===== src/rtl/wpu_pkg.sv =====
package wpu_pkg;
  typedef enum logic [1:0] {
    BP_NONE = 2'b00,
    BP_QTR  = 2'b01,
    BP_HALF = 2'b10,
    BP_ALL  = 2'b11
  } bp_e;

  localparam int unsigned SB_WIP  = 0;
  localparam int unsigned SB_WEL  = 1;
  localparam int unsigned SB_BP0  = 2;
  localparam int unsigned SB_BP1  = 3;
  localparam int unsigned SB_WPEN = 7;
endpackage


===== src/rtl/wpu_wel_latch.sv =====
module wpu_wel_latch (
  input  logic clk_i,
  input  logic rst_ni,
  input  logic wren_arm_i,
  input  logic extra_bit_i,
  input  logic frame_end_i,
  input  logic wrdi_i,
  input  logic commit_i,
  output logic wel_o
);
  logic arm_q, wel_q, set_now;

  // set only when the frame closes right after the opcode
  assign set_now = frame_end_i & (arm_q | wren_arm_i) & ~extra_bit_i;

  always_ff @(posedge clk_i or negedge rst_ni) begin
    if (!rst_ni) begin
      arm_q <= 1'b0;
    end else if (extra_bit_i || frame_end_i) begin
      arm_q <= 1'b0;
    end else if (wren_arm_i) begin
      arm_q <= 1'b1;
    end
  end

  always_ff @(posedge clk_i or negedge rst_ni) begin
    if (!rst_ni) begin
      wel_q <= 1'b0;
    end else if (wrdi_i || commit_i) begin
      wel_q <= 1'b0;
    end else if (set_now) begin
      wel_q <= 1'b1;
    end
  end

  assign wel_o = wel_q;
endmodule


===== src/rtl/wpu_blk_dec.sv =====
module wpu_blk_dec
  import wpu_pkg::*;
#(
  parameter int unsigned ADDR_W = 14
) (
  input  bp_e               bp_i,
  input  logic [ADDR_W-1:0] addr_i,
  output logic              locked_o
);
  localparam logic [ADDR_W:0] DEPTH   = (ADDR_W+1)'(1) << ADDR_W;
  localparam logic [ADDR_W:0] HALF_LO = DEPTH >> 1;
  localparam logic [ADDR_W:0] QTR_LO  = DEPTH - (DEPTH >> 2);

  logic [ADDR_W:0] addr_ext;
  assign addr_ext = {1'b0, addr_i};

  always_comb begin
    unique case (bp_i)
      BP_NONE: locked_o = 1'b0;
      BP_QTR:  locked_o = (addr_ext >= QTR_LO);
      BP_HALF: locked_o = (addr_ext >= HALF_LO);
      default: locked_o = 1'b1;
    endcase
  end
endmodule


===== src/rtl/wpu_sr_regs.sv =====
module wpu_sr_regs
  import wpu_pkg::*;
#(
  parameter logic [1:0] RST_BP   = 2'b00,
  parameter logic       RST_WPEN = 1'b0
) (
  input  logic       clk_i,
  input  logic       rst_ni,
  input  logic       sr_commit_i,
  input  logic [7:0] sr_data_i,
  input  logic       any_commit_i,
  input  logic       wr_done_i,
  output bp_e        bp_o,
  output logic       wpen_o,
  output logic       wip_o
);
  bp_e  bp_q;
  logic wpen_q, wip_q;
  logic [4:0] unused_rsvd;

  assign unused_rsvd = {sr_data_i[6:4], sr_data_i[1:0]};

  always_ff @(posedge clk_i or negedge rst_ni) begin
    if (!rst_ni) begin
      bp_q   <= bp_e'(RST_BP);
      wpen_q <= RST_WPEN;
    end else if (sr_commit_i) begin
      bp_q   <= bp_e'(sr_data_i[SB_BP1:SB_BP0]);
      wpen_q <= sr_data_i[SB_WPEN];
    end
  end

  always_ff @(posedge clk_i or negedge rst_ni) begin
    if (!rst_ni) begin
      wip_q <= 1'b0;
    end else if (any_commit_i) begin
      wip_q <= 1'b1;
    end else if (wr_done_i) begin
      wip_q <= 1'b0;
    end
  end

  assign bp_o   = bp_q;
  assign wpen_o = wpen_q;
  assign wip_o  = wip_q;
endmodule


===== src/rtl/wr_guard_status.sv =====
module wr_guard_status
  import wpu_pkg::*;
#(
  parameter int unsigned ADDR_W   = 14,
  parameter logic [1:0]  RST_BP   = 2'b00,
  parameter logic        RST_WPEN = 1'b0
) (
  input  logic              clk_i,
  input  logic              rst_ni,
  input  logic              wp_i,
  input  logic              wren_arm_i,
  input  logic              extra_bit_i,
  input  logic              frame_end_i,
  input  logic              wrdi_i,
  input  logic              sr_wr_req_i,
  input  logic [7:0]        sr_wr_data_i,
  input  logic              arr_wr_req_i,
  input  logic [ADDR_W-1:0] arr_addr_i,
  input  logic              wr_done_i,
  output logic              sr_wr_ok_o,
  output logic              arr_wr_ok_o,
  output logic [7:0]        status_o
);
  logic wel, wpen, wip, blk_locked, hw_lock;
  logic sr_commit, arr_commit, any_commit;
  bp_e  bp;

  assign hw_lock     = wpen & ~wp_i;
  assign sr_wr_ok_o  = wel & ~hw_lock;
  assign arr_wr_ok_o = wel & ~blk_locked;
  assign sr_commit   = sr_wr_req_i & sr_wr_ok_o;
  assign arr_commit  = arr_wr_req_i & arr_wr_ok_o;
  assign any_commit  = sr_commit | arr_commit;

  wpu_wel_latch u_wel (
    .clk_i       (clk_i),
    .rst_ni      (rst_ni),
    .wren_arm_i  (wren_arm_i),
    .extra_bit_i (extra_bit_i),
    .frame_end_i (frame_end_i),
    .wrdi_i      (wrdi_i),
    .commit_i    (any_commit),
    .wel_o       (wel)
  );

  wpu_sr_regs #(
    .RST_BP   (RST_BP),
    .RST_WPEN (RST_WPEN)
  ) u_regs (
    .clk_i        (clk_i),
    .rst_ni       (rst_ni),
    .sr_commit_i  (sr_commit),
    .sr_data_i    (sr_wr_data_i),
    .any_commit_i (any_commit),
    .wr_done_i    (wr_done_i),
    .bp_o         (bp),
    .wpen_o       (wpen),
    .wip_o        (wip)
  );

  wpu_blk_dec #(
    .ADDR_W (ADDR_W)
  ) u_dec (
    .bp_i     (bp),
    .addr_i   (arr_addr_i),
    .locked_o (blk_locked)
  );

  always_comb begin
    status_o                  = 8'h00;
    status_o[SB_WIP]          = wip;
    status_o[SB_WEL]          = wel;
    status_o[SB_BP1:SB_BP0]   = bp;
    status_o[SB_WPEN]         = wpen;
  end
endmodule


===== config.mk =====
export PLATFORM = sky130hd
export DESIGN_NAME = wr_guard_status
export DESIGN_NICKNAME = d
export VERILOG_FILES = /design/src/rtl/wpu_pkg.sv /design/src/rtl/wpu_wel_latch.sv /design/src/rtl/wpu_blk_dec.sv /design/src/rtl/wpu_sr_regs.sv /design/src/rtl/wr_guard_status.sv
export SDC_FILE = /design/constraint.sdc
export NUM_CORES = 1
export LEC_CHECK = 0
export BUFFER_PORTS_ARGS = -buffer_cell sky130_fd_sc_hd__buf_2
export CAP_MARGIN = 20
export CORE_AREA = 4 4 41 43
export CTS_CLUSTER_DIAMETER = 50
export DETAILED_ROUTE_END_ITERATION = 8
export DIE_AREA = 0 0 45 47
export HOLD_SLACK_MARGIN = 0.06
export PLACE_DENSITY = 0.67
export SYNTH_ARGS = -nofsm -noshare
export SYNTH_HDL_FRONTEND = slang
export SYNTH_SLANG_ARGS = --single-unit
export TNS_END_PERCENT = 1

===== constraint.sdc =====
create_clock -name clk_i -period 2.46 [get_ports clk_i]
set_input_delay 0.738 -clock clk_i [delete_from_list [all_inputs] [get_ports clk_i]]
set_output_delay 0.738 -clock clk_i [all_outputs]
set_load 0.03 [all_outputs]

# Word level (Yosys, flattened, before mapping)

Index checks and enable logic that the tools add are counted.

Register bits after elaboration: 6
Word-level logic and storage cells: 35
Input port bits: 32
Output and inout port bits: 10

Equality and inequality tests: 2
Bitwise gates (word level): 13
Muxes and demuxes: 7
Reduce and logical (&&, ||, !) cells: 6
Order comparisons: 2

Operators by type and width:

| operator               | number |
|---|---|
| $ge A14 B14 Y1 const B | 2 |
| $and A1 B1 Y1          | 7 |
| $mux W1                | 6 |
| $reduce_bool A2 Y1     | 3 |
| $not A1 Y1             | 4 |
| $pmux W1 S3            | 1 |
| $eq A2 B1 Y1 const B   | 1 |
| $eq A2 B2 Y1 const B   | 1 |
| $logic_not A2 Y1       | 1 |
| $logic_or A1 B1 Y1     | 2 |
| $or A1 B1 Y1           | 2 |

# Depth between registers and ports, before layout

Depth in word-level cells: 8
Depth in mapped cells: 4
Depth with buffers taken out: 3

# By module

A second synthesis with hierarchy kept.

Cells, all modules: 31
Area total of the unflattened synthesis: 347.8 µm²

Modules (own cells, without submodules):

| module          | area each (µm²) | seq. area each (µm²) | cells each | times used |
|---|---|---|---|---|
| wpu_sr_regs     | 145.1           | 100.1                | 9          | 1 |
| wr_guard_status | 100.1           | 0.0                  | 12         | 1 |
| wpu_wel_latch   | 88.8            | 50.0                 | 7          | 1 |
| wpu_blk_dec     | 13.8            | 0.0                  | 3          | 1 |

# Least setup slack after synthesis

No wires, ideal clock.

Kind: input -> output
Start: input arr_addr_i[12]
End: output arr_wr_ok_o
Required time: 1,722 ps
Stages: 2
Setup slack: 326 ps
Arrival time: 1,396 ps
Path buffers: 0
Cell sequence: a21o_1 > a21oi_1

Word-level cells in the longest chain between the ends: 4
Elaborated cells on any way between the ends: 5
Those cells by class: order compare (2); mux (1); bitwise (2)

Ends and longest elaborated chain:

| element                           | line                                 | RTL |
|---|---|---|
| start: declaration                | wr_guard_status.sv:18                | `input logic [ADDR_W-1:0] arr_addr_i,` |
| $ge A14 B14 Y1 (on tied branches) | wpu_blk_dec.sv:21, wpu_blk_dec.sv:20 |  |
| $pmux W1 S3 (*)                   | wpu_blk_dec.sv:18                    | `unique case (bp_i)` |
| $not A1 Y1 (*)                    | wr_guard_status.sv:30                | `assign arr_wr_ok_o = wel & ~blk_locked;` |
| $and A1 B1 Y1 (*)                 | wr_guard_status.sv:30                |  |
| end: declaration                  | wr_guard_status.sv:21                | `output logic arr_wr_ok_o,` |

Mark *: on every way between the ends. The rest lies on a longest branch, timed or not.

# Worst setup path after layout

Same ends and word-level chain as after synthesis.

==> load_flow_metrics.sql <==
INSERT INTO impl_metrics (metric_group, metric, value, unit) VALUES
('layout', 'layout.cells.most_common_list', '21 x sky130_fd_sc_hd__buf_2, 6 x sky130_fd_sc_hd__dfrtp_1', ''),
('grt', 'antenna_found_initial', '0', ''),
('timing', 'setup_viol', '0', ''),
('detailed_routing', 'route.antenna.remaining_nets', '0', ''),
('critical_path', 'critical-path-slowest-cell', 'sky130_fd_sc_hd__buf_2', ''),
('layout', 'post_route_cells_drive_above_1_share', '58.8', '%'),
('grt', 'pin_count_of_the_biggest_net_entering_global_routing', '7', ''),
('critical_path', 'timing.critical_path.from_type', 'input port', ''),
('detailed_routing', 'drt_pass1_iterations', '4', ''),
('detailed_routing', 'detail_route.iter0.violations', '4', ''),
('timing', 'hold-worst-slack', '0.312', 'ns'),
('layout', 'numnets_final', '85', ''),
('timing', 'fin_crit', '2.07', 'ns'),
('synthesis', 'async_flop_share', '100', '%'),
('die', 'floorplan.die.height', '47', 'um'),
('grt', 'grt-ovfl-total', '0', ''),
('synthesis', 'syn-mean-instance-area', '10.9', 'um^2'),
('clock_network', 'tritoncts.num_buffers', '3', ''),
('timing', 'min_period_over_period', '84.1', '%'),
('die', 'floorplan.core_area', '1300', 'um^2'),
('placed_design', 'numPlacedInstances', '63', ''),
('detailed_routing', 'drt-total-wl', '697', 'um'),
('timing', 'setup_total_negative_slack', '0', 'ns'),
('clock_network', 'cts_hold_buffers', '0', ''),
('timing', 'max_clock_freq', '483', 'MHz'),
('synthesis', 'ys_seq_area_share', '43.0', '%'),
('placed_design', 'postPlaceCellArea', '424', 'um^2'),
('critical_path', 'worstReg2RegStart', 'u_regs.wpen_o', ''),
('detailed_routing', 'routed-via-count', '278', ''),
('layout', 'postLayoutCellArea', '447', 'um^2'),
('die', 'initial_utilization', '26.8', '%'),
('critical_path', 'crit_type', 'in2out', ''),
('timing', 'clock_skew', '0.00342', 'ns'),
('critical_path', 'end_kind', 'primary output', ''),
('critical_path', 'timing.reg2reg.setup_slack', '1.23', 'ns'),
('worst_hold_path', 'holdCritPathClass', 'in2async', ''),
('timing', 'final_hold_viol_count', '0', ''),
('die', 'chipWidth', '45', 'um'),
('clock_network', 'post_cts_setup_buffers', '0', ''),
('critical_path', 'critical_path.most_common_cell', 'sky130_fd_sc_hd__buf_2', ''),
('layout', 'layout.cells.non_filler', '66', ''),
('power', 'total_leakage_power', '0.000254', 'uW'),
('synthesis', 'synth_edf_count', '0', ''),
('detailed_routing', 'routed_wire_length_per_instance', '10.6', 'um'),
('grt', 'number_of_global_route_vias_before_repair', '256', ''),
('die', 'fp.dieArea', '2120', 'um^2'),
('layout', 'number_of_diodes_added_for_antenna_fixing', '0', ''),
('clock_network', 'cts_tree', 'yes', ''),
('clock_network', 'htreeDepth', '1', ''),
('clock_network', 'root_buffer', 'sky130_fd_sc_hd__clkbuf_4', ''),
('timing', 'timing.final.max_slew_violations', '0', ''),
('outcome', 'outcome', 'finished, final reports clean', ''),
('clock_network', 'ctsResizeCount', '0', ''),
('run', 'maxCapViolCount', '0', ''),
('synthesis', 'ys_ff_latch', '6', ''),
('layout', 'number_of_filler_cells_placed_in_the_layout', '151', ''),
('power', 'ir_drop', '0.000377', 'V'),
('power', 'power.density', '824', 'nW/um^2'),
('clock_network', 'cts_buffer_depth', '2', ''),
('synthesis', 'postSynthCellCount', '32', ''),
('critical_path', 'path_cells', 'buf_2 -> a21o_1 -> a21oi_1 -> buf_2', ''),
('die', 'std_cell_rows', '13', ''),
('critical_path', 'worst_setup_path_startpoint', 'arr_addr_i[12]', ''),
('synthesis', 'synth_cell_type_count', '17', ''),
('timing', 'rsz0062_at_grt', 'no', ''),
('synthesis', 'mappedNetlistArea', '349', 'um^2'),
('detailed_routing', 'final_routed_drc_violation_total', '0', ''),
('clock_network', 'clk-insertion-delay-late', '0.24', 'ns'),
('critical_path', 'worst-path-max-fanout', '2', ''),
('clock_network', 'clock_transition_at_the_register_clock_pins_on_the_worst_setup_and_hold_paths_after_cts', '0.05', 'ns'),
('placed_design', 'placement.io_buffers', '21', '');
-- synthesized netlist by cell type (2+ instances only) --
cell                      instances  area [um^2]
sky130_fd_sc_hd__a21oi_1          2         10.0
sky130_fd_sc_hd__buf_4            6         45.0
sky130_fd_sc_hd__dfrtp_1          6          150
sky130_fd_sc_hd__mux2_4           3         45.0
sky130_fd_sc_hd__nand2_1          3         11.3
-- kinds of logic after synthesis --
| logic type | synth area share, % |
|---|---|
| other cells | 1.07 |
| simple gates | 12.5 |
| compound gates | 13.3 |
| mux | 12.9 |
| buf+inv | 17.2 |
| flops | 43.0 |
-- sequential cells by signal, indices dropped and copies added (netlist names) --
signal and cells:
u_regs.bp_o 2, u_regs.wpen_o 1, u_wel.wel_o 1, u_wel.arm_q 1, u_regs.wip_o 1
-- cell type report --
class	instances	area, um^2	share of cell area (%)
multi-input cells	20	146	32.8
repair buffers	21	105	23.5
flip-flops and latches	6	150	33.6
inverters	1	3.75	0.840
well taps	15	18.8	4.20
clock buffers	3	22.5	5.04
-- path summary, 6_finish.rpt --
check,endpoint,depth (start not counted)
worst max-delay path,arr_wr_ok_o,4
worst min-delay path,u_regs.bp_o[0],1
worst max register to register,u_regs.wpen_o,3
worst min register to register,u_regs.wip_o,1
max in group asynchronous,u_wel.arm_q,1
min in group clk_i,u_regs.wip_o,1
-- per-layer routing --
metal	track usage, %	wire length, um
met1	9.30	298
met2	9.32	318
met3	4.60	80
met4	7.02	0
met5	0	0
-- critical path, delay by kind of cell --
family / cells / cell delay, ns
AOI/OAI and AO/OA: 2 / 0.28
buffers and inverters: 2 / 0.31
-- per-stage QoR --
stage,setup WS (ns),power [uW],utilization (%)
after floorplan,0.326,255,-
after global placement,0.405,278,32.6
after detailed placement,0.387,281,32.6
after CTS,0.382,374,34.3
after global routing,0.340,394,34.3
final,0.391,368,34.3
-- where the power goes --
group          internal (uW)  switching [uW]  total, uW  leakage, uW
clock network           55.1            34.8       89.9    0.0000138
registers                120            21.6        142    0.0000763
logic                   57.2            79.1        136     0.000164
total                    233             135        368     0.000254
Note: power is estimated with default switching activity, not from simulation.
